$ cat src/rtl/shreg_fifo_pkg.sv
package shreg_fifo_pkg;

    typedef enum logic [1:0] {
        ST_EMPTY   = 2'd0,
        ST_PARTIAL = 2'd1,
        ST_FULL    = 2'd2
    } fill_state_e;

endpackage

$ cat src/rtl/shreg_fifo_store.sv
module shreg_fifo_store #(
    parameter int WIDTH = 8,
    parameter int DEPTH = 16
) (
    input  logic                     clk,
    input  logic                     rst_n,
    input  logic                     shift_en,
    input  logic [WIDTH-1:0]         din,
    output logic [DEPTH*WIDTH-1:0]   taps
);

    for (genvar g = 0; g < DEPTH; g++) begin : g_stage
        logic [WIDTH-1:0] stage_q;
        logic [WIDTH-1:0] stage_in;

        if (g == 0) begin : g_head
            assign stage_in = din;
        end else begin : g_body
            assign stage_in = taps[(g-1)*WIDTH +: WIDTH];
        end

        always_ff @(posedge clk or negedge rst_n) begin
            if (!rst_n) begin
                stage_q <= '0;
            end else if (shift_en) begin
                stage_q <= stage_in;
            end
        end

        assign taps[g*WIDTH +: WIDTH] = stage_q;
    end

endmodule

$ cat src/rtl/shreg_fifo_tapsel.sv
module shreg_fifo_tapsel #(
    parameter int WIDTH = 8,
    parameter int DEPTH = 16,
    localparam int PTR_W = $clog2(DEPTH)
) (
    input  logic [DEPTH*WIDTH-1:0] taps,
    input  logic [PTR_W-1:0]       sel,
    output logic [WIDTH-1:0]       dout
);

    always_comb begin
        dout = '0;
        for (int i = 0; i < DEPTH; i++) begin
            if (sel == PTR_W'(i)) begin
                dout = taps[i*WIDTH +: WIDTH];
            end
        end
    end

endmodule

$ cat src/rtl/shreg_fifo_ctrl.sv
module shreg_fifo_ctrl
    import shreg_fifo_pkg::*;
#(
    parameter int DEPTH = 16,
    localparam int PTR_W = $clog2(DEPTH),
    localparam int CNT_W = $clog2(DEPTH + 1)
) (
    input  logic             clk,
    input  logic             rst_n,
    input  logic             wr_en,
    input  logic             rd_en,
    output logic             shift_en,
    output logic [PTR_W-1:0] tap_ptr,
    output logic             empty,
    output logic             full,
    output logic [CNT_W-1:0] count
);

    localparam logic [PTR_W-1:0] PTR_NEAR_TOP = PTR_W'(DEPTH - 2);

    fill_state_e state_q, state_d;
    logic        push, pop;
    logic        push_only, pop_only;

    assign push      = wr_en && ((state_q != ST_FULL) || rd_en);
    assign pop       = rd_en && (state_q != ST_EMPTY);
    assign push_only = push && !pop;
    assign pop_only  = pop && !push;
    assign shift_en  = push;

    always_comb begin
        state_d = state_q;
        unique case (state_q)
            ST_EMPTY: begin
                if (push) state_d = ST_PARTIAL;
            end
            ST_PARTIAL: begin
                if (push_only && tap_ptr == PTR_NEAR_TOP) begin
                    state_d = ST_FULL;
                end else if (pop_only && tap_ptr == '0) begin
                    state_d = ST_EMPTY;
                end
            end
            ST_FULL: begin
                if (pop_only) state_d = ST_PARTIAL;
            end
            default: state_d = ST_EMPTY;
        endcase
    end

    always_ff @(posedge clk or negedge rst_n) begin
        if (!rst_n) begin
            state_q <= ST_EMPTY;
        end else begin
            state_q <= state_d;
        end
    end

    always_ff @(posedge clk or negedge rst_n) begin
        if (!rst_n) begin
            tap_ptr <= '0;
        end else if (push_only && state_q != ST_EMPTY) begin
            tap_ptr <= tap_ptr + PTR_W'(1);
        end else if (pop_only && tap_ptr != '0) begin
            tap_ptr <= tap_ptr - PTR_W'(1);
        end
    end

    always_comb begin
        empty = 1'b0;
        full  = 1'b0;
        count = CNT_W'(tap_ptr) + CNT_W'(1);
        unique case (state_q)
            ST_EMPTY: begin
                empty = 1'b1;
                count = '0;
            end
            ST_PARTIAL: begin
            end
            ST_FULL: begin
                full = 1'b1;
            end
            default: begin
                empty = 1'b1;
                count = '0;
            end
        endcase
    end

endmodule

$ cat src/rtl/shreg_fifo.sv
module shreg_fifo #(
    parameter int WIDTH = 8,
    parameter int DEPTH = 16,
    localparam int PTR_W = $clog2(DEPTH),
    localparam int CNT_W = $clog2(DEPTH + 1)
) (
    input  logic             clk,
    input  logic             rst_n,
    input  logic             wr_en,
    input  logic [WIDTH-1:0] wr_data,
    input  logic             rd_en,
    output logic [WIDTH-1:0] rd_data,
    output logic             full,
    output logic             empty,
    output logic [CNT_W-1:0] count
);

    logic                   shift_en;
    logic [PTR_W-1:0]       tap_ptr;
    logic [DEPTH*WIDTH-1:0] taps;

    shreg_fifo_ctrl #(.DEPTH(DEPTH)) u_ctrl (
        .clk      (clk),
        .rst_n    (rst_n),
        .wr_en    (wr_en),
        .rd_en    (rd_en),
        .shift_en (shift_en),
        .tap_ptr  (tap_ptr),
        .empty    (empty),
        .full     (full),
        .count    (count)
    );

    shreg_fifo_store #(.WIDTH(WIDTH), .DEPTH(DEPTH)) u_store (
        .clk      (clk),
        .rst_n    (rst_n),
        .shift_en (shift_en),
        .din      (wr_data),
        .taps     (taps)
    );

    shreg_fifo_tapsel #(.WIDTH(WIDTH), .DEPTH(DEPTH)) u_tapsel (
        .taps (taps),
        .sel  (tap_ptr),
        .dout (rd_data)
    );

endmodule

$ cat config.mk
export PLATFORM = sky130hd
export DESIGN_NAME = shreg_fifo
export DESIGN_NICKNAME = d
export VERILOG_FILES = /design/src/rtl/shreg_fifo_pkg.sv /design/src/rtl/shreg_fifo_store.sv /design/src/rtl/shreg_fifo_tapsel.sv /design/src/rtl/shreg_fifo_ctrl.sv /design/src/rtl/shreg_fifo.sv
export SDC_FILE = /design/constraint.sdc
export NUM_CORES = 1
export LEC_CHECK = 0
export BUFFER_PORTS_ARGS = -buffer_cell sky130_fd_sc_hd__buf_2
export CORE_MARGIN = 4
export CORE_UTILIZATION = 60
export CTS_CLUSTER_SIZE = 30
export DETAILED_ROUTE_END_ITERATION = 10
export GPL_TIMING_DRIVEN = 0
export HOLD_SLACK_MARGIN = 0.12
export PLACE_DENSITY = 0.78
export SYNTH_ARGS = -nofsm -noshare
export SYNTH_HDL_FRONTEND = slang
export SYNTH_HIERARCHICAL = 1
export SYNTH_SLANG_ARGS = --single-unit
$ cat constraint.sdc
create_clock -name clk -period 2.74 [get_ports clk]
set_input_delay 0.274 -clock clk [delete_from_list [all_inputs] [get_ports clk]]
set_output_delay 0.274 -clock clk [all_outputs]
set_load 0.03 [all_outputs]
==> flow_summary.ini <==
[timing]
rsz0062_at_grt = no
fin_hold_ws_ns = 0.313
period_needed_ns = 2.64
slew_violations = 0
max_slew.worst_pin.slew_ns = 0.495
fin_worst_skew_ns = 0.00533
relSlewSlack_pct = 67.0
final_hold_viol_count = 0
max_freq_ghz = 0.379
setup_slack_ns = 0.0993
post-route-period-util_pct = 96.4
finalSetupViolCount = 0

[setup_path]
r2r_cells = 10
crit_path_end_kind = output port
r2r-start = u_ctrl/state_q[0]
r2r_end = u_ctrl/tap_ptr[3]
critPathLaunchType = register
cp_data_arrival_time_ns = 2.37
cp_max_fo = 10
setup.worst_path.class = reg2out
cp.required_ns = 2.47
r2r_slack_ns = 0.32

[route]
via_per_inst = 6.22
drt-pass1-iter-count = 5
routed_wl_mm = 15.7
wire_per_inst_um = 21.6
drt_iter0_markers = 455
detail-route-antenna-nets = 0
via_count = 4524
drc_errors = 0

[clock_tree]
path_clk_slew_ns = 0.05
clk_latency_ns = 0.42
numCtsBuffers = 17
cts.sinks = 134
clock_path_buffers = 2
clockRootBuffer = clkbuf_16
htreeDepth = 4
cts_tree = done

[logic_synthesis]
ys_ff_latch = 134
yosys.area_share.simple_pct = 6.27
synth_compound_area_share_pct = 8.09
synth_xor_area_share_pct = 0.649
synth_top_family_by_area = multiplexers
ys_top_cells_by_area = dfrtp_1 50%, mux2_2 22%, mux2i_1 3.0%
synthMuxAreaShare_pct = 28.1
synth_edf_count = 0
yosys.area.top_type = dfrtp_1
netlist_instances = 517
ys_warn_count = 6
synth_top_area_share_pct = 49.7
ys_types = 48
synth-async-reset-ratio_pct = 100
synth_flop_cell = dfrtp_1
avgSynthCellArea_um2 = 13.0
syn_area_mm2 = 0.00675
seq_area_frac_synth_pct = 49.7
synth_fa_ha_area_share_pct = 1.97
synth_nets = 539

[place]
placed_cell_area_mm2 = 0.00708
place_congestion = 0.871
port_buffers = 26
dp_slack_ns = 0.246
hpwl_mm = 10.4

[global_routing]
grt_pass1_vias = 4837
grt_max_degree = 103
use_met1_pct = 33.9
antenna_found_initial = 0
overflow = 0
grt.met2_usage_pct = 41.7
grt_usage_pct = 26.1
top_usage_layer = met2
grt_use_met3_pct = 6.74
grt_pass1_wl_mm = 25.7

[final_layout]
utilization_pct = 71.2
layout-drive-gt1-share_pct = 42.4
n_fill_cell = 770
stdcell_area_mm2 = 0.00779
syn2layout_area_growth_pct = 15.5
diodes = 0
layout.nets = 597

[power_and_ir_drop]
ir_worst_vdd_uv = 883
power_density_mw_per_mm2 = 1310
leakagePower_nw = 3.38

[floorplanning]
dieArea_mm2 = 0.0130
die_h_um = 114
die_x_um = 114
start_util_pct = 61.7
rows = 38
core_area_mm2 = 0.0109
ios = 27

[run_status]
outcome = completed

[flow_run]
cap_violations = 0

[worst_hold_path]
holdCritPathClass = in2async
[cell usage in the layout (no fill, tap or decap), drive strengths merged, types with 3 or more instances in the layout]
cell and n:
clkinv 7, dfrtp 134, nand2 10, nor2 25, o21ai 21, inv 10
a21oi 17, xnor2 3, a221oi 3, buf 50, mux2i 20, a211oi 12
nor2b 11, a221o 3, o22ai 7, nor3 4, mux2 135, nand2b 8
a22oi 4, ha 9, mux4 7, nand3 14, o221ai 6, dlygate4sd3 9
clkbuf 35
[worst max-delay path: stages, from the launching register on]
cell and delay (ns):
dfrtp_2 0.44, buf_6 0.17, buf_6 0.20, buf_6 0.18
buf_4 0.20, o221ai_1 0.18, nand3_1 0.13, o21ai_0 0.09
a21oi_1 0.15, clkbuf_4 0.21
[power breakdown]
part | internal (mW) | total, mW | switching, mW
clock | 1.30 | 2.12 | 0.816
sequential | 2.86 | 3.58 | 0.727
combinational | 2.08 | 4.49 | 2.41
total | 6.24 | 10.2 | 3.95
[routing by layer]
layer  wire, um  share of wire, %
met5          0                 0
met4        348               2.2
met3       1160               7.4
met2       7700                49
met1       6510                41
[synth_stat cells, types with 3 or more instances]
library cell / count
a221o_1: 3
mux2_2: 133
nand2_1: 10
a22oi_1: 4
o21ai_0: 20
nor2_1: 24
nor2b_1: 11
clkbuf_1: 3
nand3_1: 14
a21oi_1: 17
nand2b_1: 8
buf_6: 9
nor3_2: 4
a211oi_1: 12
xnor2_1: 3
inv_1: 9
buf_4: 6
buf_2: 6
clkbuf_8: 8
mux2i_1: 20
dfrtp_1: 134
o22ai_1: 7
o221ai_1: 6
mux4_2: 5
ha_1: 9
[metrics by stage]
step	cells	total power, mW	TNS, ns
floorplan	517	6.61	0
global placement	683	7.65	-33.24
detailed placement	684	7.85	0
CTS	724	10.1	0
global route	727	10.8	0
finish	727	10.2	0
[cell families (layout without fill, tap and decap cells)]
logic type               Yosys count  after routing
multiplexers                     162            162
flip-flops                       134            134
AO/OA/AOI/OAI                     82             82
AND/OR/NAND/NOR                   80             80
buffers and inverters             44            114
adder cells (fa/ha/maj)           10             10
XOR/XNOR                           5              5
[worst max path at each step]
stage,end,slack [ns],startpoint
6_report,rd_data[6],0.1,u_ctrl/tap_ptr[0]
2_1_floorplan,u_ctrl/tap_ptr[3],0.43,u_ctrl/state_q[0]
3_3_place_gp,u_store/g_stage[11].stage_q[6],-0.26,rst_n
3_5_place_dp,rd_data[4],0.25,u_ctrl/tap_ptr[0]
5_1_grt,rd_data[6],0.01,u_ctrl/tap_ptr[0]
4_1_cts,rd_data[5],0.01,u_ctrl/tap_ptr[1]
[repair_timing]
item	CTS	global route
hold endpoints to repair	40	0
pin swaps	1	0
gates resized for setup	10	10
hold buffers	9	0
buffers inserted	0	3
setup endpoints to repair	8	8
[state kept, by name (all words and copies together), names as in the netlist]
register	count
u_ctrl/state_q	2
u_ctrl/tap_ptr	4
u_store/g_stage.stage_in	8
u_store/g_stage.stage_q	120
[final cells by class]
class	instances	area [um2]	share of cell area, %
sequential	134	3360	43.1
clock inverter	10	80.1	1.03
inverter	10	37.5	0.482
tap	140	175	2.25
buffer	34	330	4.24
clock buffer	21	470	6.04
timing repair buffer	39	284	3.65
multi-input combinational	339	3050	39.2
No activity file was read; power rests on OpenSTA's default activity.
